<file path="config.mk">
export PLATFORM = sky130hd
export DESIGN_NAME = pfd_phase_comparator
export DESIGN_NICKNAME = d
export VERILOG_FILES = /design/src/rtl/pfd_pkg.sv /design/src/rtl/pfd_edge_ctrl.sv /design/src/rtl/pfd_core.sv /design/src/rtl/pfd_phase_comparator.sv
export SDC_FILE = /design/constraint.sdc
export NUM_CORES = 1
export LEC_CHECK = 0
export BUFFER_PORTS_ARGS = -buffer_cell sky130_fd_sc_hd__buf_2
export CAP_MARGIN = 40
export CORE_AREA = 5 5 42 44
export CTS_CLUSTER_SIZE = 28
export DETAILED_ROUTE_END_ITERATION = 7
export DIE_AREA = 0 0 47 49
export SLEW_MARGIN = 20
export SYNTH_ARGS = -nofsm -noshare
export SYNTH_HDL_FRONTEND = slang
export SYNTH_SLANG_ARGS = --single-unit
</file>
<file path="constraint.sdc">
create_clock -name clk -period 1.7 [get_ports clk]
set_input_delay 0.085 -clock clk [delete_from_list [all_inputs] [get_ports clk]]
set_output_delay 0.085 -clock clk [all_outputs]
set_load 0.02 [all_outputs]
</file>
<file path="src/rtl/pfd_pkg.sv">
package pfd_pkg;
  // Per-cycle strobes from the edge control to the comparator datapath
  typedef struct packed {
    logic refEdge;   // rising edge of the reference divider signal
    logic progEdge;  // rising edge of the programmable divider signal
    logic flush;     // clear flags and lock state (power-save)
  } pfdStrobe_t;
endpackage

</file>
<file path="src/rtl/pfd_edge_ctrl.sv">
module pfd_edge_ctrl
  import pfd_pkg::*;
(
  input  logic       clk,
  input  logic       rstN,
  input  logic       refIn,
  input  logic       progIn,
  input  logic       powerSave,
  output pfdStrobe_t strobe
);
  logic refPrev;
  logic progPrev;

  always_ff @(posedge clk or negedge rstN) begin
    if (!rstN) begin
      refPrev  <= 1'b0;
      progPrev <= 1'b0;
    end else begin
      refPrev  <= refIn;
      progPrev <= progIn;
    end
  end

  always_comb begin
    strobe.refEdge  = refIn & ~refPrev & ~powerSave;
    strobe.progEdge = progIn & ~progPrev & ~powerSave;
    strobe.flush    = powerSave;
  end
endmodule

</file>
<file path="src/rtl/pfd_core.sv">
module pfd_core
  import pfd_pkg::*;
#(
  parameter int LOCK_COUNT = 4
) (
  input  logic       clk,
  input  logic       rstN,
  input  pfdStrobe_t strobe,
  input  logic       refIn,
  input  logic       progIn,
  input  logic       polarity,
  input  logic       latchIn,
  input  logic       powerSave,
  output logic       pumpMainEn,
  output logic       pumpMainVal,
  output logic       pumpGatedEn,
  output logic       pumpGatedVal,
  output logic       extRefDrv,
  output logic       extProgDrv,
  output logic       testOut,
  output logic       lockOut,
  output logic       upFlag,
  output logic       dnFlag
);
  localparam int CW = $clog2(LOCK_COUNT + 1);
  localparam logic [CW-1:0] LOCK_MAX = CW'(LOCK_COUNT);

  logic          upNext;
  logic          dnNext;
  logic [CW-1:0] quietCnt;
  logic          active;

  // Two-flag up/down detector; both set together means both clear
  always_comb begin
    upNext = upFlag | strobe.refEdge;
    dnNext = dnFlag | strobe.progEdge;
    if (upNext && dnNext) begin
      upNext = 1'b0;
      dnNext = 1'b0;
    end
  end

  always_ff @(posedge clk or negedge rstN) begin
    if (!rstN) begin
      upFlag <= 1'b0;
      dnFlag <= 1'b0;
    end else if (strobe.flush) begin
      upFlag <= 1'b0;
      dnFlag <= 1'b0;
    end else begin
      upFlag <= upNext;
      dnFlag <= dnNext;
    end
  end

  assign active = upFlag | dnFlag;

  // Lock counter: reference edges with no flag active, saturating
  always_ff @(posedge clk or negedge rstN) begin
    if (!rstN) begin
      quietCnt <= '0;
    end else if (strobe.flush || active) begin
      quietCnt <= '0;
    end else if (strobe.refEdge && quietCnt != LOCK_MAX) begin
      quietCnt <= quietCnt + 1'b1;
    end
  end

  assign lockOut = (quietCnt == LOCK_MAX);

  // Output encoding, sense chosen by polarity
  always_comb begin
    pumpMainEn   = active & ~powerSave;
    pumpMainVal  = polarity ? upFlag : dnFlag;
    pumpGatedEn  = pumpMainEn & latchIn;
    pumpGatedVal = pumpMainVal;
    extRefDrv    = polarity ? dnFlag : upFlag;
    extProgDrv   = polarity ? ~upFlag : ~dnFlag;
    testOut      = polarity ? refIn : progIn;
  end
endmodule

</file>
<file path="src/rtl/pfd_phase_comparator.sv">
module pfd_phase_comparator
  import pfd_pkg::*;
#(
  parameter int LOCK_COUNT = 4
) (
  input  logic clk,
  input  logic rstN,
  input  logic refIn,
  input  logic progIn,
  input  logic polarity,
  input  logic latchIn,
  input  logic powerSave,
  output logic pumpMainEn,
  output logic pumpMainVal,
  output logic pumpGatedEn,
  output logic pumpGatedVal,
  output logic extRefDrv,
  output logic extProgDrv,
  output logic testOut,
  output logic lockOut
);
  pfdStrobe_t strobe;
  logic       upFlag;
  logic       dnFlag;

  pfd_edge_ctrl u_ctrl (
    .clk       (clk),
    .rstN      (rstN),
    .refIn     (refIn),
    .progIn    (progIn),
    .powerSave (powerSave),
    .strobe    (strobe)
  );

  pfd_core #(.LOCK_COUNT(LOCK_COUNT)) u_core (
    .clk          (clk),
    .rstN         (rstN),
    .strobe       (strobe),
    .refIn        (refIn),
    .progIn       (progIn),
    .polarity     (polarity),
    .latchIn      (latchIn),
    .powerSave    (powerSave),
    .pumpMainEn   (pumpMainEn),
    .pumpMainVal  (pumpMainVal),
    .pumpGatedEn  (pumpGatedEn),
    .pumpGatedVal (pumpGatedVal),
    .extRefDrv    (extRefDrv),
    .extProgDrv   (extProgDrv),
    .testOut      (testOut),
    .lockOut      (lockOut),
    .upFlag       (upFlag),
    .dnFlag       (dnFlag)
  );
endmodule

</file>
==> results by group, run 1 <==
Timing
  – Setup ws final: 0.4042 ns
  – # setup viols final: 0
  – Crit path time final: 1.296 ns
  – RSZ-0062 raised after global routing: false
  – Hold Vio Cnt, Final: 0
  – Sum Neg Setup Slack: 0 ns
  – Highest Clock Rate: 771.7 MHz
  – Clock skew: 0.004049 ns
  – Slew HR: 86.07%
  – Slew @ Worst Pin: 0.2070 ns
  – Pins Over Slew Limit: 0
  – Final period utilization: 76.22%

Logic synthesis
  – Syn nets: 47
  – Largest cells by area after synthesis: dfrtp_1 46%, ha_1 6.6%, mux2_2 5.9%
  – Yosys cell types: 19
  – Mapped Area: 379.1 sq um
  – Synth Instances: 38
  – Share of Yosys cell area claimed by the top area cell type: 46.20%
  – Avg Inst Size Synth: 9.977 sq um
  – Dominant cell type by area after synthesis: dfrtp_1
  – Ys Warns: 0
  – Sequential area share after synthesis: 46.20%
  – Yosys reg bits: 7

Routing
  – Wl on met1: 317 microns
  – Antenna-violating nets left: 0
  – Top Metal Used: met4
  – Vias per std cell: 4.473
  – Drt pass-1 iters: 1
  – Routed met2 length: 401 microns
  – DR vias: 331
  – WL final: 777 microns
  – Met3 WL: 42 microns
  – Number of remaining DRC errors: 0
  – Iter 0 DRT Violations: 0
  – Routed len/inst: 10.50 microns

Worst setup path
  – CP endpoint kind: primary output
  – Critical Path Start Type: flop
  – Critical path class: flop to primary output
  – CP Cell Sequence: inv_1, ha_1, nand2_1, inv_1, buf_2
  – Crit path max fanout: 3
  – Worst EP required: 1.62 ns
  – RR Startpoint: u_core.quietCnt[0]
  – Crit path max-delay cell type: dfrtp_1
  – Worst Path Arrival: 1.21 ns
  – Path depth of the worst reg2reg path: 6
  – Reg2reg end: u_core.quietCnt[1]
  – Slowest stage delay, CP: 0.39 ns
  – Crit-path most repeated cell: inv_1
  – Reg-to-reg slack, setup: 0.52 ns

Floorplan
  – Num ports: 15
  – # rows: 14
  – CORE AREA: 1401 sq um
  – Initial core utilization: 27.05%
  – Die Wd: 47 microns
  – Die Ht: 49 microns
  – Die ar.: 2303 sq um

Clocking
  – Skew-Pair Late Insertion Delay: 0.26 ns
  – CTS Sinks: 7
  – CTS tree: built
  – Post-CTS setup buffers: 0
  – CTS Hold Buffers Added: 3
  – Clock buffer depth: 2
  – Post-CTS sizing: 0
  – Num CTS Buffers: 3
  – Worst-path clk slew: 0.06 ns
  – Root cell of the clock tree: clkbuf_4
  – H-tree levels: 1

Run
  – Max cap viols: 0

Cells and area
  – Share of cells above drive strength 1: 36.21%
  – Design Area, Final: 518.0 sq um
  – Multi-input gate area: 177.7 sq um
  – # nets final: 68
  – Synthesis-to-finish area growth: 36.63%
  – Fillers: 155
  – Commonest cells after routing, fill and taps aside: 14 x buf_2, 7 x dfrtp_1, 5 x inv_1, 4 x a21oi_1
  – Reg area: 175.2 sq um
  – Most common cell after layout, fill and taps aside: buf_2
  – # diodes: 0

Worst hold path
  – Hold depth: 2
  – Hold Path Origin: powerSave
  – Hold Crit Class: primary input to flop
  – Endpoint, Worst Hold: u_core.upFlag

Power and ir drop
  – Max VDD drop: 371.6 uV
  – Leakage: 0.2778 nW
  – Pwr Density: 790.2 nW/um^2

Placed design
  – DP HPWL: 620.1 microns
  – Area post-placement: 461.7 sq um
  – I/O Buffers: 14
  – Gpl congestion: 0.6400
  – Place WS: 0.5308 ns

Global route
  – Largest net degree at the start of global routing: 8
  – Grt ovf: 0
  – First-pass GRT wire length: 1421 microns
  – Vias in the first global route: 368
  – Number of antenna violations at the first check in global routing: 0
  – Total track usage: 8.776%

Status
  – Run status: complete, no violations
state kept, by name, summed over array words and instances, names as in the netlist:
register / count
u_core.quietCnt: 3
u_ctrl.progPrev: 1
u_ctrl.refPrev: 1
u_core.upFlag: 1
u_core.dnFlag: 1
power breakdown:
part,switching (W),leakage (nW),internal [W]
clock network,0.0000685,0.0150,0.0000900
logic,0.0000393,0.171,0.0000321
registers,0.00000568,0.0917,0.000174
total,0.000113,0.278,0.000296
Yosys cell counts (all sizes together):
cell type / n
inv: 5
mux2i: 1
and2: 1
nor3: 1
nand2: 1
o21ai: 2
nand2b: 1
or3: 1
buf: 1
ha: 2
nand3: 2
and2b: 1
dfrtp: 7
and4b: 1
nor4: 1
mux2: 2
nor2: 3
nor3b: 1
a21oi: 4
per-layer routing:
metal,vias up,global-route usage (%)
met5,-,0
li1,167,-
met2,11,13.57
met1,151,8.929
met4,0,6.912
met3,2,3.321
worst max-delay path, delay by kind of cell (launching register included):
family                     cells  cell delay, ns
adders and majority gates      1            0.15
buffers and inverters          3            0.33
and+or+nand+nor                1            0.09
DFF                            1            0.39
logic make-up (layout without fill, tap and decap cells):
| group | count (synthesis) | count (layout) | share of synthesized area, % |
|---|---|---|---|
| multiplexers | 3 | 3 | 8.581 |
| buffers and inverters | 6 | 26 | 6.932 |
| adder cells (fa/ha/maj) | 2 | 2 | 6.600 |
| AND/OR/NAND/NOR | 14 | 14 | 23.77 |
| flip-flops | 7 | 7 | 46.21 |
| AO/OA/AOI/OAI | 6 | 6 | 7.921 |
worst max path at each step:
| stage | startpoint | endpoint | slack, ns | cells past startpoint |
|---|---|---|---|---|
| global placement | u_core.quietCnt[0] | u_core.quietCnt[1] | 0.56 | 6 |
| detailed placement | u_core.quietCnt[0] | u_core.quietCnt[1] | 0.53 | 6 |
| floorplan | u_core.upFlag | pumpMainVal | 0.34 | 3 |
| finish | u_core.quietCnt[0] | lockOut | 0.40 | 5 |
| global route | u_core.quietCnt[0] | lockOut | 0.29 | 5 |
| CTS | u_core.quietCnt[0] | lockOut | 0.39 | 5 |
stage by stage:
stage / hold WS, ns / instances / util [%] / total power (W)
floorplan: -0.2106 / 38 / - / 0.0002239
global placement: -0.07376 / 67 / 32.95 / 0.0002481
detailed placement: -0.07103 / 67 / 32.95 / 0.0002496
CTS: 0.02326 / 74 / 36.96 / 0.0004149
global route: 0.02337 / 74 / 36.96 / 0.0004351
finish: 0.02626 / 74 / 36.96 / 0.0004093
area by class of cell:
class,instances,share of cell area [%]
Timing Repair Buffer,17,19.32
Tap cell,16,3.865
Clock buffer,4,5.072
Sequential cell,7,33.82
Multi-Input combinational cell,25,34.30
Inverter,5,3.623
Note: power is estimated with default switching activity, not from simulation.
==> run 2, diff against run 1 <==
clock period = 1.35 ns   (was 1.7 ns; I/O delays follow)
==> run 2 against run 1 <==
Final cell count unchanged; cell area grew 0.48%; via count down 1.5%; critical endpoint unchanged; clock-buffer cell count stayed put; total power grew 23%; highest routed layer is now met3; largest power group unchanged; core utilization up 0.18 points; flip-flop and latch count unchanged; combinational power up 26%; critical path depth unchanged; largest cell class unchanged; non-clock buffer count stayed put.
==> results by group, run 2 (same netlist as run 1, synthesis figures left out) <==
Routing
  – Wl on met1: 307 microns (-3.2%)
  – Routed met2 length: 426 microns (+6.2%)
  – Routed len/inst: 10.59 microns (+0.90%)
  – Antenna-violating nets left: 0 (unchanged)
  – DR vias: 326 (-1.5%)
  – Vias per std cell: 4.405 (-1.5%)
  – Met3 WL: 50 microns (+19%)
  – Top Metal Used: met3
  – Iter 0 DRT Violations: 2 (+2)
  – Drt pass-1 iters: 4 (+3)
  – Number of remaining DRC errors: 0 (unchanged)
  – WL final: 784 microns (+0.90%)

Clocking
  – CTS tree: built
  – Num CTS Buffers: 3 (unchanged)
  – H-tree levels: 1 (unchanged)
  – Post-CTS setup buffers: 0 (unchanged)
  – CTS Sinks: 7 (unchanged)
  – Root cell of the clock tree: clkbuf_4
  – Clock buffer depth: 2 (unchanged)
  – Skew-Pair Late Insertion Delay: 0.24 ns (-0.02 ns)
  – Worst-path clk slew: 0.05 ns (about the same)

Power and ir drop
  – Leakage: 0.2751 nW (-0.96%)
  – Power Total: 0.0005036 W (+23%)
  – Pwr Density: 967.6 nW/um^2 (+22%)
  – Max VDD drop: 478.6 uV (+29%)

Placed design
  – I/O Buffers: 14 (unchanged)
  – Gpl congestion: 0.6541 (+2.2%)
  – DP HPWL: 631.1 microns (+1.8%)

Timing
  – Sum Neg Setup Slack: 0 ns (unchanged)
  – Slew HR: 82.58% (-3.5 points)
  – Hold Vio Cnt, Final: 0 (unchanged)
  – RSZ-0062 raised after global routing: false
  – Crit path time final: 1.267 ns
  – Slew @ Worst Pin: 0.2589 ns (+0.05181 ns)
  – Final period utilization: 93.82%
  – # setup viols final: 0 (unchanged)
  – Pins Over Slew Limit: 0 (unchanged)
  – Clock skew: 0.0001578 ns (-0.003891 ns)
  – Highest Clock Rate: 789.6 MHz

Worst setup path
  – Critical Path Start Type: flop
  – Reg-to-reg slack, setup: 0.19 ns (-0.33 ns)
  – Worst Path Arrival: 1.20 ns (about the same)
  – Worst EP required: 1.28 ns (-0.34 ns)
  – RR Startpoint: u_core.quietCnt[0]
  – CP Cell Sequence: inv_1, ha_1, nand2_1, inv_2, buf_4
  – Crit path max-delay cell type: dfrtp_1
  – Path depth of the worst reg2reg path: 6 (unchanged)
  – CP endpoint kind: primary output
  – Critical path class: flop to primary output
  – Crit path max fanout: 3 (unchanged)
  – Slowest stage delay, CP: 0.36 ns (-0.03 ns)
  – Reg2reg end: u_core.quietCnt[0]

Worst hold path
  – Hold depth: 2 (unchanged)
  – Hold Crit Class: primary input to flop
  – Hold Path Origin: powerSave
  – Endpoint, Worst Hold: u_core.upFlag

Global route
  – Grt ovf: 0 (unchanged)
  – First-pass GRT wire length: 1366 microns (-3.9%)
  – Total track usage: 8.304% (-0.47 points)
  – Vias in the first global route: 354 (-3.8%)
  – Number of antenna violations at the first check in global routing: 0 (unchanged)
  – Largest net degree at the start of global routing: 8 (unchanged)

Floorplan
  – Initial core utilization: 27.05% (unchanged)
  – Die ar.: 2303 sq um (unchanged)
  – Die Ht: 49 microns (unchanged)
  – Die Wd: 47 microns (unchanged)
  – # rows: 14 (unchanged)
  – CORE AREA: 1401 sq um (unchanged)
  – Num ports: 15 (unchanged)

Cells and area
  – Fillers: 149 (-3.9%)
  – Synthesis-to-finish area growth: 37.29%
  – # diodes: 0 (unchanged)
  – Most common cell after layout, fill and taps aside: buf_2
  – Reg area: 175.2 sq um (unchanged)
  – # nets final: 68 (unchanged)
  – Multi-input gate area: 177.7 sq um (unchanged)
  – Share of cells above drive strength 1: 37.93% (+1.7 points)
  – Max FFs per register: 3 (unchanged)
  – Commonest cells after routing, fill and taps aside: 13 x buf_2, 7 x dfrtp_1, 4 x inv_1, 4 x a21oi_1
  – Most flop-heavy register: u_core.quietCnt

Status
  – Run status: complete, no violations

Run
  – Max cap viols: 0 (unchanged)
==> run 2: cell counts in the layout (fill, tap and decap cells not counted) <==
No cell type changed its count.
==> run 2: layout make-up <==
type	instances	share of cell area, %
Timing Repair Buffer	17	19.71
Inverter	5	3.606
Sequential cell	7	33.65
Multi-Input combinational cell	25	34.13
Tap cell	16	3.846
Clock buffer	4	5.048
==> run 2: worst max-delay path: cells and delay by family, from the launching register on <==
kind / cells / cell delay [ns]
flip-flops: 1 / 0.36
AND/OR/NAND/NOR: 1 / 0.12
buffers and inverters: 3 / 0.26
adder cells (fa/ha/maj): 1 / 0.21
==> run 2: where the power goes <==
part | total, W | switching [W] | internal, W
Clock | 0.000187 | 0.0000743 | 0.000113
Sequential | 0.000226 | 0.00000753 | 0.000219
Combinational | 0.0000902 | 0.0000497 | 0.0000406
==> run 2: metal layers <==
layer  GRT usage, %  vias up
li1               -      167
met1          8.559      148
met2          14.25       11
met3          1.476        0
met4          5.530        0
met5              0        -
==> run 2: per-stage QoR <==
stage / instance area (sq um) / worst slack (ns) / utilization (%) / cells / hold WS, ns
floorplan: 379.1 / 0.008100 / - / 38 / -0.2281
global placement: 461.7 / 0.2232 / 32.95 / 67 / -0.09297
detailed placement: 461.7 / 0.1961 / 32.95 / 67 / -0.09206
CTS: 518.0 / 0.05293 / 36.96 / 74 / 0.03014
global route: 520.5 / 0.01944 / 37.14 / 74 / 0.02723
finish: 520.5 / 0.08349 / 37.14 / 74 / 0.03198
==> run 2: how the worst max path moves through the flow <==
stage | startpoint | slack (ns) | end | depth (start not counted)
after CTS | u_core.quietCnt[0] | 0.05 | lockOut | 5
after floorplan | u_core.upFlag | 0.008 | pumpMainVal | 3
after global placement | u_core.quietCnt[0] | 0.22 | u_core.quietCnt[0] | 6
final | u_core.quietCnt[0] | 0.08 | lockOut | 5
after global routing | u_core.quietCnt[0] | 0.02 | lockOut | 5
after detailed placement | u_core.quietCnt[0] | 0.20 | u_core.quietCnt[0] | 6
==> run 2: timing repair <==
item	CTS	global route
resized for setup	0	2
endpoints found under the setup margin	0	1
hold buffers	3	0
hold endpoints to repair	9	0
==> run 3, diff against run 2 <==
RECOVER_POWER = 25   (was not set)
==> run 3 against run 2 <==
Hold slack about the same; register-to-register slack about the same; sequential power about the same; critical endpoint unchanged.
==> results by group, run 3 (same netlist as run 1, synthesis figures left out) <==
Worst setup path
  – CP endpoint kind: primary output
  – Worst Path Arrival: 1.20 ns (about the same)
  – Worst EP required: 1.28 ns (about the same)
  – Crit path max-delay cell type: dfrtp_1
  – CP Cell Sequence: inv_1, ha_1, nand2_1, inv_2, buf_4
  – Reg-to-reg slack, setup: 0.19 ns (about the same)
  – Crit path max fanout: 3 (unchanged)
  – Crit path buffers/inverters: 3 (unchanged)
  – Slowest stage delay, CP: 0.36 ns (about the same)
  – Critical path class: flop to primary output
  – Path depth of the worst reg2reg path: 6 (unchanged)
  – Critical Path Start Type: flop
  – Reg2reg end: u_core.quietCnt[0]
  – RR Startpoint: u_core.quietCnt[0]
  – Top Family by Delay on Critical Path: flip-flops

Routing
  – Drt pass-1 iters: 4 (unchanged)
  – Number of remaining DRC errors: 0 (unchanged)
  – Vias per std cell: 4.405 (unchanged)
  – Antenna-violating nets left: 0 (unchanged)
  – Routed len/inst: 10.62 microns (+0.26%)
  – DR vias: 326 (unchanged)
  – Iter 0 DRT Violations: 2 (unchanged)
  – WL final: 786 microns (+0.26%)

Global route
  – Vias in the first global route: 354 (unchanged)
  – Number of antenna violations at the first check in global routing: 0 (unchanged)
  – Largest net degree at the start of global routing: 8 (unchanged)
  – First-pass GRT wire length: 1366 microns (unchanged)
  – Grt ovf: 0 (unchanged)
  – Total track usage: 8.304% (unchanged)

Timing
  – Crit path time final: 1.267 ns (unchanged)
  – Pins Over Slew Limit: 0 (unchanged)
  – Final period utilization: 93.82% (unchanged)
  – Hold Vio Cnt, Final: 0 (unchanged)
  – Slew HR: 75.47% (-7.1 points)
  – Clock skew: 0.0001850 ns (+0.00002712 ns)
  – RSZ-0062 raised after global routing: false
  – Setup ws final: 0.08349 ns (unchanged)
  – Slew @ Worst Pin: 0.3680 ns (+0.1091 ns)
  – Sum Neg Setup Slack: 0 ns (unchanged)
  – Hold WS: 0.03198 ns (+0.0000001000 ns)
  – Highest Clock Rate: 789.6 MHz (unchanged)
  – # setup viols final: 0 (unchanged)

Cells and area
  – Synthesis-to-finish area growth: 36.96%
  – Share of cells above drive strength 1: 36.21% (-1.7 points)
  – # nets final: 68 (unchanged)
  – Most common cell after layout, fill and taps aside: buf_2
  – # diodes: 0 (unchanged)
  – Util after Layout: 37.05% (-0.089 points)
  – Commonest cells after routing, fill and taps aside: 12 x buf_2, 7 x dfrtp_1, 4 x inv_1, 4 x a21oi_1
  – Design Area, Final: 519.2 sq um (-0.24%)
  – Max FFs per register: 3 (unchanged)
  – Most flop-heavy register: u_core.quietCnt

Floorplan
  – Die Wd: 47 microns (unchanged)
  – Die Ht: 49 microns (unchanged)
  – CORE AREA: 1401 sq um (unchanged)
  – # rows: 14 (unchanged)
  – Die ar.: 2303 sq um (unchanged)
  – Num ports: 15 (unchanged)
  – Initial core utilization: 27.05% (unchanged)

Clocking
  – CTS tree: built
  – H-tree levels: 1 (unchanged)
  – CTS Sinks: 7 (unchanged)
  – Num CTS Buffers: 3 (unchanged)
  – Worst-path clk slew: 0.05 ns (about the same)
  – Root cell of the clock tree: clkbuf_4
  – Post-CTS setup buffers: 0 (unchanged)
  – Clock buffer depth: 2 (unchanged)
  – Skew-Pair Late Insertion Delay: 0.24 ns (about the same)

Placed design
  – Area post-placement: 461.7 sq um (unchanged)
  – DP HPWL: 631.1 microns (unchanged)
  – I/O Buffers: 14 (unchanged)
  – Place WS: 0.1961 ns (unchanged)
  – Gpl congestion: 0.6541 (unchanged)

Worst hold path
  – Endpoint, Worst Hold: u_core.upFlag
  – Hold Path Origin: powerSave
  – Hold Crit Class: primary input to flop
  – Hold depth: 2 (unchanged)

Power and ir drop
  – Max VDD drop: 478.6 uV (about the same)
  – Leakage: 0.2724 nW (-1.0%)
  – Pwr Density: 969.3 nW/um^2 (+0.18%)

Status
  – Run status: complete, no violations

Run
  – Max cap viols: 0 (unchanged)
==> run 3: worst max path at each step <==
stage,start,endpoint,cells past startpoint
after global placement,u_core.quietCnt[0],u_core.quietCnt[0],6
final,u_core.quietCnt[0],lockOut,5
after detailed placement,u_core.quietCnt[0],u_core.quietCnt[0],6
after floorplan,u_core.upFlag,pumpMainVal,3
after CTS,u_core.quietCnt[0],lockOut,5
after global routing,u_core.quietCnt[0],lockOut,5
==> run 3: routing by layer <==
metal,global-route usage [%],routed length [microns],vias to the layer above
met5,0,0,-
met4,5.530,0,0
li1,-,-,167
met2,14.25,426,11
met3,1.476,50,0
met1,8.559,308,148
==> run 3: area by class of cell <==
type | count | area, sq um
Fill cell | 148 | 882.1
Multi-Input combinational cell | 25 | 177.7
Sequential cell | 7 | 175.2
Timing Repair Buffer | 17 | 101.3
Clock buffer | 4 | 26.28
Tap cell | 16 | 20.02
Inverter | 5 | 18.77
==> run 3: what timing repair did <==
| item | in CTS | in global routing |
|---|---|---|
| endpoints found under the hold margin | 9 | 0 |
| hold buffers | 3 | 0 |
| resized for setup | 0 | 2 |
| setup endpoints to repair | 0 | 1 |
==> run 3: through the flow <==
| stage | cells | power (W) |
|---|---|---|
| after global routing | 74 | 0.0005387 |
| after floorplan | 38 | 0.0002820 |
| after global placement | 67 | 0.0003127 |
| final | 74 | 0.0005033 |
| after CTS | 74 | 0.0005104 |
| after detailed placement | 67 | 0.0003150 |
==> run 3: power breakdown <==
part	switching [W]	total, W	internal (W)
registers	0.00000753	0.000226	0.000219
logic	0.0000498	0.0000899	0.0000401
clock network	0.0000743	0.000187	0.000113
total	0.000132	0.000503	0.000372
